`config.mk`:
```
export PLATFORM = sky130hd
export DESIGN_NAME = gpio_evt_ctrl
export DESIGN_NICKNAME = d
export VERILOG_FILES = /design/src/rtl/gpio_evt_pkg.sv /design/src/rtl/gpio_rst_sync.sv /design/src/rtl/gpio_in_sync.sv /design/src/rtl/gpio_dout_reg.sv /design/src/rtl/gpio_evt_flags.sv /design/src/rtl/gpio_evt_ctrl.sv
export SDC_FILE = /design/constraint.sdc
export NUM_CORES = 1
export LEC_CHECK = 0
export ABC_AREA = 1
export BUFFER_PORTS_ARGS = -buffer_cell sky130_fd_sc_hd__buf_2
export CAP_MARGIN = 20
export CORE_UTILIZATION = 52
export CTS_CLUSTER_DIAMETER = 100
export DETAILED_ROUTE_END_ITERATION = 8
export GPL_ROUTABILITY_DRIVEN = 0
export PLACE_DENSITY = 0.75
export RECOVER_POWER = 25
export REMOVE_ABC_BUFFERS = 1
export SYNTH_ARGS = -nofsm -noshare
export SYNTH_HDL_FRONTEND = slang
export SYNTH_SLANG_ARGS = --single-unit
```
`constraint.sdc`:
```
create_clock -name clk -period 6.4 [get_ports clk]
set_input_delay 0.32 -clock clk [delete_from_list [all_inputs] [get_ports clk]]
set_output_delay 0.32 -clock clk [all_outputs]
set_load 0.02 [all_outputs]
```
`src/rtl/gpio_evt_pkg.sv`:
```
package gpio_evt_pkg;

  localparam int ADDR_W = 8;
  localparam int DATA_W = 32;

  localparam logic [ADDR_W-1:0] OFS_DATA  = 8'h80;
  localparam logic [ADDR_W-1:0] OFS_SET   = 8'h90;
  localparam logic [ADDR_W-1:0] OFS_CLR   = 8'hA0;
  localparam logic [ADDR_W-1:0] OFS_TGL   = 8'hB0;
  localparam logic [ADDR_W-1:0] OFS_IN    = 8'hC0;
  localparam logic [ADDR_W-1:0] OFS_OE    = 8'hD0;
  localparam logic [ADDR_W-1:0] OFS_EVT   = 8'hE0;
  localparam int                ALIAS_SPAN = 32;  // bytes covered by alias words

  typedef enum logic [3:0] {
    SEL_NONE,
    SEL_ALIAS,
    SEL_DATA,
    SEL_SET,
    SEL_CLR,
    SEL_TGL,
    SEL_IN,
    SEL_OE,
    SEL_EVT
  } reg_sel_e;

  function automatic reg_sel_e decode_addr(input logic [ADDR_W-1:0] a);
    reg_sel_e s;
    s = SEL_NONE;
    if (a[1:0] == 2'b00) begin
      if (int'(a) < ALIAS_SPAN) s = SEL_ALIAS;
      else begin
        case (a)
          OFS_DATA: s = SEL_DATA;
          OFS_SET:  s = SEL_SET;
          OFS_CLR:  s = SEL_CLR;
          OFS_TGL:  s = SEL_TGL;
          OFS_IN:   s = SEL_IN;
          OFS_OE:   s = SEL_OE;
          OFS_EVT:  s = SEL_EVT;
          default:  s = SEL_NONE;
        endcase
      end
    end
    return s;
  endfunction

endpackage

```
`src/rtl/gpio_rst_sync.sv`:
```
module gpio_rst_sync #(
  parameter int STAGES = 2
) (
  input  logic clk,
  input  logic arst_n,
  output logic rst_n_o
);
  logic [STAGES-1:0] chain_q;

  always_ff @(posedge clk or negedge arst_n) begin
    if (!arst_n) chain_q <= '0;
    else         chain_q <= {chain_q[STAGES-2:0], 1'b1};
  end

  assign rst_n_o = chain_q[STAGES-1];
endmodule

```
`src/rtl/gpio_in_sync.sv`:
```
module gpio_in_sync #(
  parameter int WIDTH  = 32,
  parameter int STAGES = 2
) (
  input  logic             clk,
  input  logic             rst_n,
  input  logic [WIDTH-1:0] d,
  output logic [WIDTH-1:0] q
);
  logic [WIDTH-1:0] stage_q [STAGES];

  always_ff @(posedge clk or negedge rst_n) begin
    if (!rst_n) stage_q[0] <= '0;
    else        stage_q[0] <= d;
  end

  for (genvar s = 1; s < STAGES; s++) begin : g_stage
    always_ff @(posedge clk or negedge rst_n) begin
      if (!rst_n) stage_q[s] <= '0;
      else        stage_q[s] <= stage_q[s-1];
    end
  end

  assign q = stage_q[STAGES-1];
endmodule

```
`src/rtl/gpio_dout_reg.sv`:
```
module gpio_dout_reg #(
  parameter int NPINS        = 32,
  parameter int PINS_PER_WRD = 4,
  parameter int LANE_W       = 8,
  localparam int NALIAS      = NPINS / PINS_PER_WRD,
  localparam int IDX_W       = (NALIAS > 1) ? $clog2(NALIAS) : 1
) (
  input  logic             clk,
  input  logic             rst_n,
  input  logic             wr_full,
  input  logic             wr_set,
  input  logic             wr_clr,
  input  logic             wr_tgl,
  input  logic             wr_alias,
  input  logic [IDX_W-1:0] alias_idx,
  input  logic [31:0]      wdata,
  output logic [NPINS-1:0] dout_q
);
  logic [NPINS-1:0] mask;
  logic [NPINS-1:0] dout_d;
  logic             dout_en;
  logic [NPINS-1:0] alias_sel;
  logic [NPINS-1:0] alias_val;

  assign mask = wdata[NPINS-1:0];

  // each alias word spreads its lane-bit-0 values over four consecutive pins
  for (genvar k = 0; k < NALIAS; k++) begin : g_alias
    for (genvar j = 0; j < PINS_PER_WRD; j++) begin : g_lane
      assign alias_sel[k*PINS_PER_WRD+j] = (alias_idx == IDX_W'(k));
      assign alias_val[k*PINS_PER_WRD+j] = wdata[j*LANE_W];
    end
  end

  assign dout_en = wr_full | wr_set | wr_clr | wr_tgl | wr_alias;

  always_comb begin
    dout_d = dout_q;
    if (wr_full)       dout_d = mask;
    else if (wr_set)   dout_d = dout_q | mask;
    else if (wr_clr)   dout_d = dout_q & ~mask;
    else if (wr_tgl)   dout_d = dout_q ^ mask;
    else if (wr_alias) dout_d = (dout_q & ~alias_sel) | (alias_val & alias_sel);
  end

  always_ff @(posedge clk or negedge rst_n) begin
    if (!rst_n)       dout_q <= '0;
    else if (dout_en) dout_q <= dout_d;
  end
endmodule

```
`src/rtl/gpio_evt_flags.sv`:
```
module gpio_evt_flags #(
  parameter int NPINS = 32
) (
  input  logic             clk,
  input  logic             rst_n,
  input  logic [NPINS-1:0] evt_in,
  input  logic             clr_en,
  input  logic [NPINS-1:0] clr_mask,
  output logic [NPINS-1:0] flags_q,
  output logic             irq
);
  logic [NPINS-1:0] flags_d;
  logic [NPINS-1:0] clr_eff;
  logic             flags_en;

  assign clr_eff  = clr_en ? clr_mask : '0;
  assign flags_en = clr_en | (|evt_in);

  // a new pulse wins over a clear in the same cycle
  always_comb begin
    flags_d = (flags_q & ~clr_eff) | evt_in;
  end

  always_ff @(posedge clk or negedge rst_n) begin
    if (!rst_n)        flags_q <= '0;
    else if (flags_en) flags_q <= flags_d;
  end

  assign irq = |flags_q;
endmodule

```
`src/rtl/gpio_evt_ctrl.sv`:
```
module gpio_evt_ctrl
  import gpio_evt_pkg::*;
#(
  parameter int NPINS = 32
) (
  input  logic              clk,
  input  logic              rst_n,
  input  logic              bus_wr,
  input  logic [7:0]        bus_addr,
  input  logic [31:0]       bus_wdata,
  output logic [31:0]       bus_rdata,
  input  logic [NPINS-1:0]  pin_in,
  input  logic [NPINS-1:0]  evt_pulse,
  output logic [NPINS-1:0]  pad_out,
  output logic [NPINS-1:0]  pad_oe,
  output logic              irq
);
  localparam int PINS_PER_WRD = 4;
  localparam int NALIAS       = NPINS / PINS_PER_WRD;
  localparam int IDX_W        = (NALIAS > 1) ? $clog2(NALIAS) : 1;

  logic             rst_sync_n;
  reg_sel_e         sel;
  logic [IDX_W-1:0] alias_idx;
  logic [NPINS-1:0] dout_q;
  logic [NPINS-1:0] oe_q;
  logic [NPINS-1:0] oe_d;
  logic             oe_en;
  logic [NPINS-1:0] flags_q;
  logic [NPINS-1:0] in_q;

  gpio_rst_sync #(.STAGES(2)) u_rst (
    .clk     (clk),
    .arst_n  (rst_n),
    .rst_n_o (rst_sync_n)
  );

  assign sel       = decode_addr(bus_addr);
  assign alias_idx = bus_addr[2 +: IDX_W];

  gpio_dout_reg #(.NPINS(NPINS), .PINS_PER_WRD(PINS_PER_WRD), .LANE_W(8)) u_dout (
    .clk       (clk),
    .rst_n     (rst_sync_n),
    .wr_full   (bus_wr && sel == SEL_DATA),
    .wr_set    (bus_wr && sel == SEL_SET),
    .wr_clr    (bus_wr && sel == SEL_CLR),
    .wr_tgl    (bus_wr && sel == SEL_TGL),
    .wr_alias  (bus_wr && sel == SEL_ALIAS),
    .alias_idx (alias_idx),
    .wdata     (bus_wdata),
    .dout_q    (dout_q)
  );

  gpio_evt_flags #(.NPINS(NPINS)) u_evt (
    .clk      (clk),
    .rst_n    (rst_sync_n),
    .evt_in   (evt_pulse),
    .clr_en   (bus_wr && sel == SEL_EVT),
    .clr_mask (bus_wdata[NPINS-1:0]),
    .flags_q  (flags_q),
    .irq      (irq)
  );

  gpio_in_sync #(.WIDTH(NPINS), .STAGES(2)) u_in (
    .clk   (clk),
    .rst_n (rst_sync_n),
    .d     (pin_in),
    .q     (in_q)
  );

  // drive-enable register
  assign oe_en = bus_wr && (sel == SEL_OE);

  always_comb begin
    oe_d = bus_wdata[NPINS-1:0];
  end

  always_ff @(posedge clk or negedge rst_sync_n) begin
    if (!rst_sync_n) oe_q <= '0;
    else if (oe_en)  oe_q <= oe_d;
  end

  assign pad_oe  = oe_q;
  assign pad_out = dout_q & oe_q;

  // read path
  always_comb begin
    bus_rdata = '0;
    case (sel)
      SEL_DATA: bus_rdata = 32'(dout_q);
      SEL_IN:   bus_rdata = 32'(in_q);
      SEL_OE:   bus_rdata = 32'(oe_q);
      SEL_EVT:  bus_rdata = 32'(flags_q);
      default:  bus_rdata = '0;
    endcase
  end
endmodule


```
==> flow_summary.json <==
{
  "ys_types": 30,
  "fill_cells": 1399,
  "clkLatencyLatePin_ns": 0.43,
  "diodes": 0,
  "finClkSkew_ns": 0.00792,
  "yosys.area_share.simple_pct": 27.1,
  "synth.most_common_cell": "nand2_1",
  "hold_viol_final": 0,
  "finalSetupViolCount": 0,
  "start_util_pct": 53.4,
  "wl_per_cell_um": 16.5,
  "fin_crit_sh_pct": 47.3,
  "synth_top_family_by_area": "simple AND/OR/NAND/NOR gates",
  "yosysWarningCount": 0,
  "antenna_found_initial": 0,
  "drive_above_1_share_pct": 20.0,
  "cts_tree": "built",
  "rsz0062_at_grt": "no",
  "core_mm2": 0.0166,
  "crit_family": "flip-flops",
  "p_leak_nw": 5.87,
  "path_cells": "buf_4",
  "core.rowCount": 47,
  "power_density_mw_per_mm2": 218,
  "die_h_um": 133,
  "num_io_pins": 204,
  "synth_ff_type": "dfrtp_1",
  "first_global_vias": 8050,
  "drv_slew": 74,
  "clk_path_buf_depth": 2,
  "root_buffer": "clkbuf_16",
  "critPathCaptureType": "async pin",
  "cts_buffers": 17,
  "drc": 0,
  "async_flop_share_pct": 100,
  "worst_slew_pin_slew_ns": 2.86,
  "max_cap_viol_count": 1,
  "crit_end": "u_in.stage_q[41]",
  "synth-seq-cells": 162,
  "ys_top_cells_by_area": "dfrtp_1 46%, nand2_1 17%, ha_1 9.0%",
  "r2r_start": "u_rst.chain_q[1]",
  "worst_path_largest_cell_delay_ns": 2.29,
  "netlist.area_leader.share_pct": 45.6,
  "synth-edff-count": 0,
  "path_depth": 1,
  "track_usage_pct": 30.7,
  "ys_seq_area_share_pct": 45.6,
  "cts-resized-gates": 0,
  "postSynthCellCount": 1122,
  "post_cts_buffers": 0,
  "arrival_ns": 3.55,
  "dp_hpwl_um": 17600,
  "startpoint_type": "flip-flop",
  "crit_required_ns": 6.92,
  "crit_type": "flip-flop to async pin",
  "synthesis.area_mm2": 0.00889,
  "fin_setup_tns_ns": 0,
  "reg2reg_depth": 1,
  "die_x_um": 133,
  "reg2reg_to": "u_in.stage_q[41]",
  "clock-sinks": 162,
  "fin_crit_ns": 3.03,
  "critPathLaunch": "u_rst.chain_q[1]",
  "grt_max_degree": 74,
  "viasPerCell": 5.33,
  "htree_levels": 4,
  "peakVddDrop_uv": 169,
  "wl_um": 26000,
  "r2r_setup_slack_ns": 3.37,
  "synth_area_per_cell_um2": 7.92,
  "syn2layout_area_growth_pct": 24.0,
  "die-area_mm2": 0.0176,
  "post-route-util_pct": 66.3,
  "firstDrtPassIters": 5,
  "ant_nets": 0,
  "clkSlewWorstSetupHoldPaths_ns": 0.06,
  "crit_slowest_cell": "dfrtp_1",
  "nets": 1512,
  "outcome": "complete, but fails checks",
  "synth_common_cells": "393 x nand2_1, 162 x dfrtp_1, 157 x inv_1, 74 x nand3_1, 74 x o21ai_0",
  "grt-ovfl-total": 0,
  "min-delay-start": "pin_in[31]",
  "cts_hold_buf": 32,
  "via_count": 8379,
  "grt_first_pass_wirelength_um": 41600,
  "first_iter_violations": 708,
  "synth-xor-area-share_pct": 0,
  "synthAdderAreaFrac_pct": 9.01,
  "synth-compound-area-share_pct": 9.10,
  "portBuffers": 203,
  "critPathBufInv": 1,
  "critPathMaxFanout": 73,
  "slew_headroom_pct": -90.7,
  "min_path_type": "input port to flip-flop",
  "clock.fmax_ghz": 0.330,
  "violations": "max-capacitance violations, max-slew violations",
  "yosys.area.top_type": "dfrtp_1",
  "synth.area.mux_share_pct": 0
}
-- cell families (layout without fill, tap and decap cells) --
kind of cell | Yosys count | in the layout
simple gates | 562 | 562
buf+inv | 205 | 435
flops | 162 | 162
compound gates | 128 | 128
fa+ha+maj | 64 | 64
other cells | 1 | 1
-- layout make-up --
type	instances	area, µm²	share of cell area (%)
clock inverter	10	185	1.68
inverter	161	609	5.53
tap	220	275	2.50
multi-input combinational	755	4030	36.6
sequential	162	4050	36.8
clock buffer	20	447	4.05
timing repair buffer	244	1420	12.9
-- stage by stage --
step	hold WS, ns	cell area (µm²)	std cells	worst slack [ns]	total power, mW
after global routing	0.00401	11000	1572	2.79	2.49
after detailed placement	0.108	10100	1509	3.11	1.30
final	0.0148	11000	1572	3.37	2.40
after floorplan	0.0244	8690	1078	1.55	1.20
after CTS	0.00689	11000	1571	3.52	2.41
after global placement	0.106	10000	1508	3.18	1.29
-- metal layers --
| layer | up-vias | share of wire, % | track usage, % |
|---|---|---|---|
| met5 | - | 0 | 0 |
| met4 | 0 | 3.3 | 13.1 |
| met3 | 63 | 7.3 | 5.29 |
| met1 | 3901 | 43 | 40.7 |
| met2 | 389 | 46 | 49.7 |
| li1 | 4026 | - | - |
-- power by group --
group | switching (mW) | leakage (nW) | internal (mW)
logic | 0.120 | 3.63 | 0.0767
registers | 0.0368 | 1.93 | 1.06
clock network | 0.407 | 0.306 | 0.698
total | 0.564 | 5.87 | 1.84
-- how the worst min path moves through the flow --
stage                                   to  slack, ns  cells past startpoint
after floorplan           u_rst.chain_q[0]       0.02                      0
after global routing      u_in.stage_q[63]      0.004                      1
after detailed placement  u_rst.chain_q[0]       0.11                      1
after global placement    u_rst.chain_q[0]       0.11                      1
final                     u_in.stage_q[63]       0.01                      1
after CTS                 u_in.stage_q[63]      0.007                      1
-- placed cells by master (no fill, tap or decap), types with 4 or more instances in the layout --
master / Yosys / final
nand4_1: 20 / 20
nor2_1: 34 / 33
o211ai_1: 15 / 15
nor2_2: 3 / 4
or2_2: 12 / 12
nor3_1: 7 / 7
o21ai_0: 74 / 74
ha_1: 64 / 64
nand3_1: 74 / 74
inv_1: 157 / 157
nor4_1: 8 / 8
buf_4: 1 / 7
nand2_1: 393 / 392
clkbuf_16: 0 / 17
dlygate4sd3_1: 0 / 32
o2111ai_1: 35 / 35
o21ai_1: 4 / 4
dfrtp_1: 162 / 162
bufinv_16: 0 / 5
buf_2: 11 / 202
Power figures use the tool's default switching activity.
